`src/rtl/wake_pkg.sv`:
```
package wake_pkg;

  localparam int REG_W = 32;

  typedef enum logic [1:0] {
    SEL_NONE = 2'd0,
    SEL_WAKE = 2'd1,
    SEL_CLK  = 2'd2
  } reg_sel_e;

  // Implemented bits of the wake-enable register: GPIO enables and the RTC bit.
  function automatic logic [REG_W-1:0] wake_mask(input int ngpio, input int rtc_bit);
    logic [REG_W-1:0] m;
    m = '0;
    for (int i = 0; i < REG_W; i++) begin
      if (i < ngpio || i == rtc_bit) m[i] = 1'b1;
    end
    return m;
  endfunction

endpackage

```
`src/rtl/wake_rst_sync.sv`:
```
module wake_rst_sync #(
  parameter int STAGES = 2
) (
  input  logic clk,
  input  logic rst_n,
  output logic rst_sync_n
);

  logic [STAGES-1:0] chain_q;
  logic [STAGES-1:0] chain_d;

  always_comb begin
    chain_d = {chain_q[STAGES-2:0], 1'b1};
  end

  always_ff @(posedge clk or negedge rst_n) begin
    if (!rst_n) chain_q <= '0;
    else        chain_q <= chain_d;
  end

  assign rst_sync_n = chain_q[STAGES-1];

endmodule

```
`src/rtl/wake_en_reg.sv`:
```
module wake_en_reg
  import wake_pkg::*;
#(
  parameter int              NUM_GPIO  = 28,
  parameter int              RTC_BIT   = 31,
  parameter logic [REG_W-1:0] SAFE_VAL = 32'h0000_0003
) (
  input  logic             clk,
  input  logic             rst_n,
  input  logic             wr_en,
  input  logic [REG_W-1:0] wdata,
  input  logic             fault,
  output logic [REG_W-1:0] en_q
);

  localparam logic [REG_W-1:0] MASK = wake_mask(NUM_GPIO, RTC_BIT);

  logic             load;
  logic [REG_W-1:0] en_d;

  // A fault wins over a write in the same cycle.
  always_comb begin
    load = fault | wr_en;
    if (fault) en_d = SAFE_VAL & MASK;
    else       en_d = wdata & MASK;
  end

  always_ff @(posedge clk or negedge rst_n) begin
    if (!rst_n)    en_q <= SAFE_VAL & MASK;
    else if (load) en_q <= en_d;
  end

endmodule

```
`src/rtl/clk_cfg_reg.sv`:
```
module clk_cfg_reg #(
  parameter int CODE_W = 5
) (
  input  logic              clk,
  input  logic              rst_n,
  input  logic              wr_en,
  input  logic [CODE_W-1:0] wcode,
  output logic [CODE_W-1:0] code_q
);

  logic [CODE_W-1:0] code_d;

  always_comb begin
    code_d = wcode;
  end

  always_ff @(posedge clk or negedge rst_n) begin
    if (!rst_n)     code_q <= '0;
    else if (wr_en) code_q <= code_d;
  end

endmodule

```
`src/rtl/wake_combine.sv`:
```
module wake_combine
  import wake_pkg::*;
#(
  parameter int NUM_GPIO = 28,
  parameter int RTC_BIT  = 31
) (
  input  logic                sleep_active,
  input  logic [NUM_GPIO-1:0] gpio_edge,
  input  logic [NUM_GPIO-1:0] gpio_is_input,
  input  logic                rtc_alarm,
  input  logic [REG_W-1:0]    en_q,
  output logic                wake_req
);

  logic [NUM_GPIO-1:0] gpio_hit;
  logic                rtc_hit;

  for (genvar g = 0; g < NUM_GPIO; g++) begin : g_src
    assign gpio_hit[g] = gpio_edge[g] & en_q[g] & gpio_is_input[g];
  end

  assign rtc_hit  = rtc_alarm & en_q[RTC_BIT];
  assign wake_req = sleep_active & ((|gpio_hit) | rtc_hit);

endmodule

```
`src/rtl/wake_ctrl_regs.sv`:
```
module wake_ctrl_regs
  import wake_pkg::*;
#(
  parameter int                ADDR_W      = 8,
  parameter int                NUM_GPIO    = 28,
  parameter int                CODE_W      = 5,
  parameter int                RTC_BIT     = 31,
  parameter logic [ADDR_W-1:0] WAKE_OFFSET = 8'h0C,
  parameter logic [ADDR_W-1:0] CLK_OFFSET  = 8'h14,
  parameter logic [31:0]       SAFE_VAL    = 32'h0000_0003
) (
  input  logic                clk,
  input  logic                rst_n,
  input  logic [ADDR_W-1:0]   bus_addr,
  input  logic                bus_wr,
  input  logic [31:0]         bus_wdata,
  output logic [31:0]         bus_rdata,
  input  logic                supply_fault,
  input  logic                battery_fault,
  input  logic                sleep_active,
  input  logic [NUM_GPIO-1:0] gpio_edge,
  input  logic [NUM_GPIO-1:0] gpio_is_input,
  input  logic                rtc_alarm,
  output logic                wake_req,
  output logic [CODE_W-1:0]   clk_code
);

  localparam int PAD_W = REG_W - CODE_W;

  logic             rst_sync_n;
  reg_sel_e         sel;
  logic             wake_wr;
  logic             clk_wr;
  logic [REG_W-1:0] en_q;
  logic             fault;

  wake_rst_sync #(.STAGES(2)) u_rst (
    .clk        (clk),
    .rst_n      (rst_n),
    .rst_sync_n (rst_sync_n)
  );

  always_comb begin
    if (bus_addr == WAKE_OFFSET)     sel = SEL_WAKE;
    else if (bus_addr == CLK_OFFSET) sel = SEL_CLK;
    else                             sel = SEL_NONE;
    wake_wr = bus_wr && (sel == SEL_WAKE);
    clk_wr  = bus_wr && (sel == SEL_CLK);
    fault   = supply_fault | battery_fault;
  end

  wake_en_reg #(
    .NUM_GPIO (NUM_GPIO),
    .RTC_BIT  (RTC_BIT),
    .SAFE_VAL (SAFE_VAL)
  ) u_en (
    .clk   (clk),
    .rst_n (rst_sync_n),
    .wr_en (wake_wr),
    .wdata (bus_wdata),
    .fault (fault),
    .en_q  (en_q)
  );

  clk_cfg_reg #(.CODE_W(CODE_W)) u_clk (
    .clk    (clk),
    .rst_n  (rst_sync_n),
    .wr_en  (clk_wr),
    .wcode  (bus_wdata[CODE_W-1:0]),
    .code_q (clk_code)
  );

  wake_combine #(
    .NUM_GPIO (NUM_GPIO),
    .RTC_BIT  (RTC_BIT)
  ) u_comb (
    .sleep_active  (sleep_active),
    .gpio_edge     (gpio_edge),
    .gpio_is_input (gpio_is_input),
    .rtc_alarm     (rtc_alarm),
    .en_q          (en_q),
    .wake_req      (wake_req)
  );

  always_comb begin
    case (sel)
      SEL_WAKE: bus_rdata = en_q;
      SEL_CLK:  bus_rdata = {{PAD_W{1'b0}}, clk_code};
      default:  bus_rdata = '0;
    endcase
  end

endmodule

```
`config.mk`:
```
export PLATFORM = sky130hd
export DESIGN_NAME = wake_ctrl_regs
export DESIGN_NICKNAME = d
export VERILOG_FILES = /design/src/rtl/wake_pkg.sv /design/src/rtl/wake_rst_sync.sv /design/src/rtl/wake_en_reg.sv /design/src/rtl/clk_cfg_reg.sv /design/src/rtl/wake_combine.sv /design/src/rtl/wake_ctrl_regs.sv
export SDC_FILE = /design/constraint.sdc
export NUM_CORES = 1
export LEC_CHECK = 0
export BUFFER_PORTS_ARGS = -buffer_cell sky130_fd_sc_hd__buf_2
export CAP_MARGIN = 40
export CORE_MARGIN = 3
export CORE_UTILIZATION = 42
export CTS_CLUSTER_SIZE = 16
export DETAILED_ROUTE_END_ITERATION = 8
export GPL_ROUTABILITY_DRIVEN = 0
export PLACE_DENSITY = 0.85
export SETUP_SLACK_MARGIN = 0.05
export SLEW_MARGIN = 25
export SYNTH_ARGS = -nofsm -noshare
export SYNTH_HDL_FRONTEND = slang
export SYNTH_SLANG_ARGS = --single-unit
```
`constraint.sdc`:
```
create_clock -name clk -period 4.1 [get_ports clk]
set_clock_uncertainty 0.05 [all_clocks]
set_input_delay 0.41 -clock clk [delete_from_list [all_inputs] [get_ports clk]]
set_output_delay 0.41 -clock clk [all_outputs]
set_load 0.005 [all_outputs]
```
**Yosys cells after proc, flatten, opt, wreduce, memory -nomap -nowiden**

Index checks and enable logic that the tools add are counted.
W data, S select, Z words.

- RAM bits: 0
- Output and inout port bits: 38
- Bits in read-only memories: 0
- Register bits: 39
- Memories: 0
- Latch bits: 0

- Equal/unequal tests: 4
- Add/subtract/negate cells: 0
- Mux-type cells: 4
- Magnitude comparators: 0
- Multiply operators: 0
- Reductions and logical operators: 3
- Shift-type cells: 0
- Bitwise logic cells: 61
- Divide/modulo/power cells: 0

Operators by type and width:

| cell | number |
|---|---|
| $pmux W32 S2 | 1 |
| $and A1 B1 Y1 | 58 |
| $mux W32 | 1 |
| $reduce_or A28 Y1 | 1 |
| $eq A8 B4 Y1 const B | 1 |
| $eq A8 B5 Y1 const B | 1 |
| $mux W2 | 2 |
| $or A1 B1 Y1 | 3 |
| $eq A2 B1 Y1 const B | 1 |
| $eq A2 B2 Y1 const B | 1 |
| $logic_and A1 B1 Y1 | 2 |

**Logic depth before layout (Yosys ltp)**

- Word-level depth: 6
- Depth in mapped cells: 7
- Gate-level depth less buffers: 5

**Cells and area by module**

Synthesis repeated with hierarchy kept, for this count alone.

- Cells, all modules: 232
- Area, all modules: 2,132.0 um^2

By module, submodules not included:

| module | sequential area each (um^2) | area an instance (um^2) | instances | cells an instance |
|---|---|---|---|---|
| wake_en_reg | 728.2 | 1,207.4 | 1 | 97 |
| wake_ctrl_regs | 0.0 | 476.7 | 1 | 86 |
| wake_combine | 0.0 | 212.7 | 1 | 36 |
| clk_cfg_reg | 125.1 | 181.4 | 1 | 10 |
| wake_rst_sync | 50.0 | 53.8 | 1 | 3 |

**Worst setup path after synthesis**

No wires, ideal clock.

- Kind: input-to-output
- Start: input port bus_addr[5]
- End: output port bus_rdata[10]
- Setup slack: 2.067 ns
- Stages: 6
- Required time: 3.640 ns
- Buffers on the path: 2
- Data arrival time: 1.573 ns
- Path through: nor4b_2 -> nand2_1 -> nor3b_2 -> buf_2 -> clkbuf_1 -> and2_1

- Longest elaborated chain between the ends: 5
- Elaborated cells on any way between the ends: 7
- Classes of those cells: eq/ne (4); mux (3)

RTL lines:

| what | RTL line | source |
|---|---|---|
| start: declaration | wake_ctrl_regs.sv:14 | `input logic [ADDR_W-1:0] bus_addr,` |
| $eq A8 B5 Y1 | wake_ctrl_regs.sv:45 | `else if (bus_addr == CLK_OFFSET) sel = SEL_CLK;` |
| $mux W2 | wake_ctrl_regs.sv:45 |  |
| $mux W2 * | wake_ctrl_regs.sv:44 | `if (bus_addr == WAKE_OFFSET) sel = SEL_WAKE;` |
| $eq A2 B2 Y1 / $eq A2 B1 Y1 (equally long branches) | wake_ctrl_regs.sv:86 | `case (sel)` |
| $pmux W32 S2 * | wake_ctrl_regs.sv:86 |  |
| end: declaration | wake_ctrl_regs.sv:17 | `output logic [31:0] bus_rdata,` |

Mark *: on every way between the ends. The rest lies on a longest branch, timed or not.

**Final worst setup path**

- Start: register u_en.en_q[22]
- End: output port wake_req

- Longest elaborated chain between the ends: 5

RTL lines:

| what | RTL line | source |
|---|---|---|
| start: declaration | wake_en_reg.sv:13 | `output logic [REG_W-1:0] en_q` |
| start signal: assignment | wake_en_reg.sv:29 | `if (!rst_n) en_q <= SAFE_VAL & MASK;` |
| start signal: assignment | wake_en_reg.sv:30 | `else if (load) en_q <= en_d;` |
| $and A1 B1 Y1 (2 in a row) | wake_combine.sv:19 | `assign gpio_hit[g] = gpio_edge[g] & en_q[g] & gpio_is_input[g];` |
| $reduce_or A28 Y1 | wake_combine.sv:23 | `assign wake_req = sleep_active & ((\|gpio_hit) \| rtc_hit);` |
| $or A1 B1 Y1 | wake_combine.sv:23 |  |
| $and A1 B1 Y1 | wake_combine.sv:23 |  |
| end: declaration | wake_ctrl_regs.sv:24 | `output logic wake_req,` |

Every way passes these cells.

==> metrics.md <==
| Metric | Value |
|---|---|
| Status | completed |
| Netlist Area Pre-Place | about 1800 sq um |
| Layout filler cell count | between 300 and 400 |
| Final core occ | ~65% |
| Number of synthesized register bits | 36 |
| Clock sinks | 36 |
| Most used DFF post-synth | dfrtp_1 |
| Synth area leaders | dfrtp_1 (47%), a22o_1 (16%), and2_1 (8.3%), nand3_1 (3.3%), a31oi_1 (3.1%) |
| Number of H-tree levels | 2 |
| Crit path capture type | output port |
| Site Rows | 23 |
| IO Count | between 100 and 150 |
| Post-route cell area | ~2600 sq um |
| Detail Route Antenna Nets | 0 |
| Initial antenna violation count | 0 |
| Most common cell in the synthesized netlist | dfrtp_1 |
| Starting DRT DRC Count | 43 |
| Largest net degree at the start of global routing | 35 |
| Hold Violations, Final | 0 |
| Die area | 5110 sq um |
| Startpoint Class | flip-flop |
| Worst hold-check path type | flip-flop to asynchronous set/reset pin |
| Critical Path AT | ~1.8 ns |
| Remaining DRCs | 0 |
| TritonCTS clock tree | done |
| Worst-path clk slew | approximately 0.07 ns |
| Vias | between 1,500 and 2,000 |
| Synth top area share | between 40% and 50% |
| Area growth, synth to finish | 46.3% |
| Setup bufs post-CTS | 0 |
| Period utilization | a little under three fifths |
| Total of max-cap violations | 0 |
| TNS Setup | 0 ns |
| Avg Cell Area, Syn | roughly 11 sq um |
| Final net count | roughly 400 |
| Synth cell count leaders | dfrtp_1 (34), a22o_1 (32), and2_1 (24) |
| Total CTS buffers | 5 |
| Initial Utilization | 44.4% |
| EDFF count, synth | 0 |
| M2 GR Usage | a little over a third |
| DPL Wire Length | ~4.1 mm |
| First-pass GRT wire length | 8.39 mm |
| Final setup margin | 1.81 ns |
| Crit path max fanout | 3 |
| Tmin final | 2.29 ns |
| Busiest layer in global routing | met2 |
| Clk Latency, worst-skew pair | about 0.28 ns |
| Setup violators final | 0 |
| Multi-input gate area | between 800 and 900 sq um |
| Port Buffers | 134 |
| Average wire per standard cell | roughly 15 um |
| Vias/cell | 5.13 |
| Synthesis Warnings | 0 |
| Antenna Cells | 0 |
| Routed wire length | 5.12 mm |
| Global-route met3 utilization | roughly 5.6% |
| Core area | about 4100 sq um |
| Die Height | just over 70 um |
| Post-route insts no fill | between 300 and 400 |
| Final Hold Slack | 0.222 ns |
| Gr ovfl total | 0 |
| WS Path Type | flip-flop to output port |
| FFs w/ async S/R, synth | 100% |
| Placed Cells | 340 |
| Dpl ws | 1.61 ns |
| Post-cts resize count | 0 |
| Seq. cell area | around 900 sq um |
| Worst path required time | 3.64 ns |
| Share of layout cells above drive strength 1 | between 50% and 60% |
| Pwr Density | slightly below 300 nW/um^2 |
| Leakage | 1.54 nW |
| Max Slew Vio Count | 0 |
| Max_slew headroom | roughly 61% |
| Via count of the first global-routing pass | 1,782 |
| Dominant cell type by area after synthesis | dfrtp_1 |
| Worst vdd ir | between 150 and 200 uV |
| RSZ-0062 raised after global routing | no |
| Slew of the pin with the lowest slew margin | roughly 0.58 ns |
| First-pass DRT Iterations | 4 |
| F_max | 0.437 GHz |
| Post-Syn Instances | ~160 |
| Overall Global Routing Usage | a little over a fifth |
| Root buffer cell | clkbuf_8 |
| Clock Tree Buf Depth | 2 |
| Placed inst area | 2500 sq um |
| Chip Width | roughly 71 um |
| GRT met1 Usage | around a quarter |
| Unique masters post-synth | 25 |
| Sequential fraction of the synthesis area | between 50% and 60% |
| Final Total Pwr | ~0.76 mW |
[logic make-up after synthesis]
group / Yosys count / share of synthesized area (%)
flip-flops: 36 / 50.2
AO/OA/AOI/OAI: 46 / 20.9
AND/OR/NAND/NOR: 57 / 19.8
buffers and inverters: 16 / 5.56
multiplexers: 5 / 3.13
other: 2 / 0.417
[area by class of cell]
class                           count  area share, %
Inverter                            4          0.570
Sequential cell                    36           34.3
Clock inverter                      1           1.14
Multi-Input combinational cell    112           30.7
Clock buffer                        7           3.66
Tap cell                           50           2.38
Timing Repair Buffer              139           27.3
[flip-flops by register name, indices dropped and copies added, names as in the netlist]
name           flops
u_rst.chain_q      2
u_en.en_q         29
u_clk.code_q       5
[final timing paths]
check,startpoint,endpoint,slack [ns],depth (start not counted)
setup / recovery,u_en.en_q[22]$_DFFE_PN0P_,wake_req,1.81,6
hold / removal,u_rst.chain_q[1]$_DFF_PN0_,u_clk.code_q[2]$_DFFE_PN0P_,0.22,1
setup reg to reg,u_en.en_q[0]$_DFFE_PN1P_,u_en.en_q[0]$_DFFE_PN1P_,3.20,2
hold reg to reg,u_rst.chain_q[1]$_DFF_PN0_,u_clk.code_q[2]$_DFFE_PN0P_,0.22,1
max in group asynchronous,u_rst.chain_q[1]$_DFF_PN0_,u_en.en_q[1]$_DFFE_PN1P_,3.45,1
min in group clk,bus_wdata[1],u_en.en_q[1]$_DFFE_PN1P_,0.29,3
[per-layer routing]
layer | vias up | wire length (um)
met3 | 4 | 398
met2 | 73 | 2630
li1 | 869 | -
met4 | 0 | 32
met1 | 846 | 2060
met5 | - | 0
[power by group]
group          switching (mW)  internal, mW  leakage, nW  total [mW]
clock network           0.118         0.214       0.0645       0.332
registers             0.00186         0.359        0.491       0.361
logic                  0.0306        0.0416        0.983      0.0722
total                   0.150         0.615         1.54       0.765
[cells in the final DEF, fill, tap and decap left out, types with 2 or more instances in the layout]
master	netlist	routed
buf_2	2	134
dfrtp_1	34	34
a22o_1	32	32
and2_1	24	24
nand3_1	12	12
and3_1	9	9
a31oi_1	9	9
clkbuf_8	0	7
mux2_2	5	5
inv_1	4	4
conb_1	2	4
nand2_1	3	3
nand4_1	3	3
buf_4	4	3
nor2_1	2	2
a22oi_1	2	2
dfstp_2	2	2
[worst max-delay path: stages (launching register included)]
cell,delay [ns]
dfrtp_1,0.40
and3_1,0.15
a31oi_1,0.14
nand3_1,0.11
or3_1,0.36
o31a_1,0.25
buf_2,0.13
[timing repair]
item,4_1_cts,5_1_grt
hold endpoints to repair,2,0
hold buffers,1,0
setup endpoints to repair,0,0
Note: power is estimated with default switching activity, not from simulation.
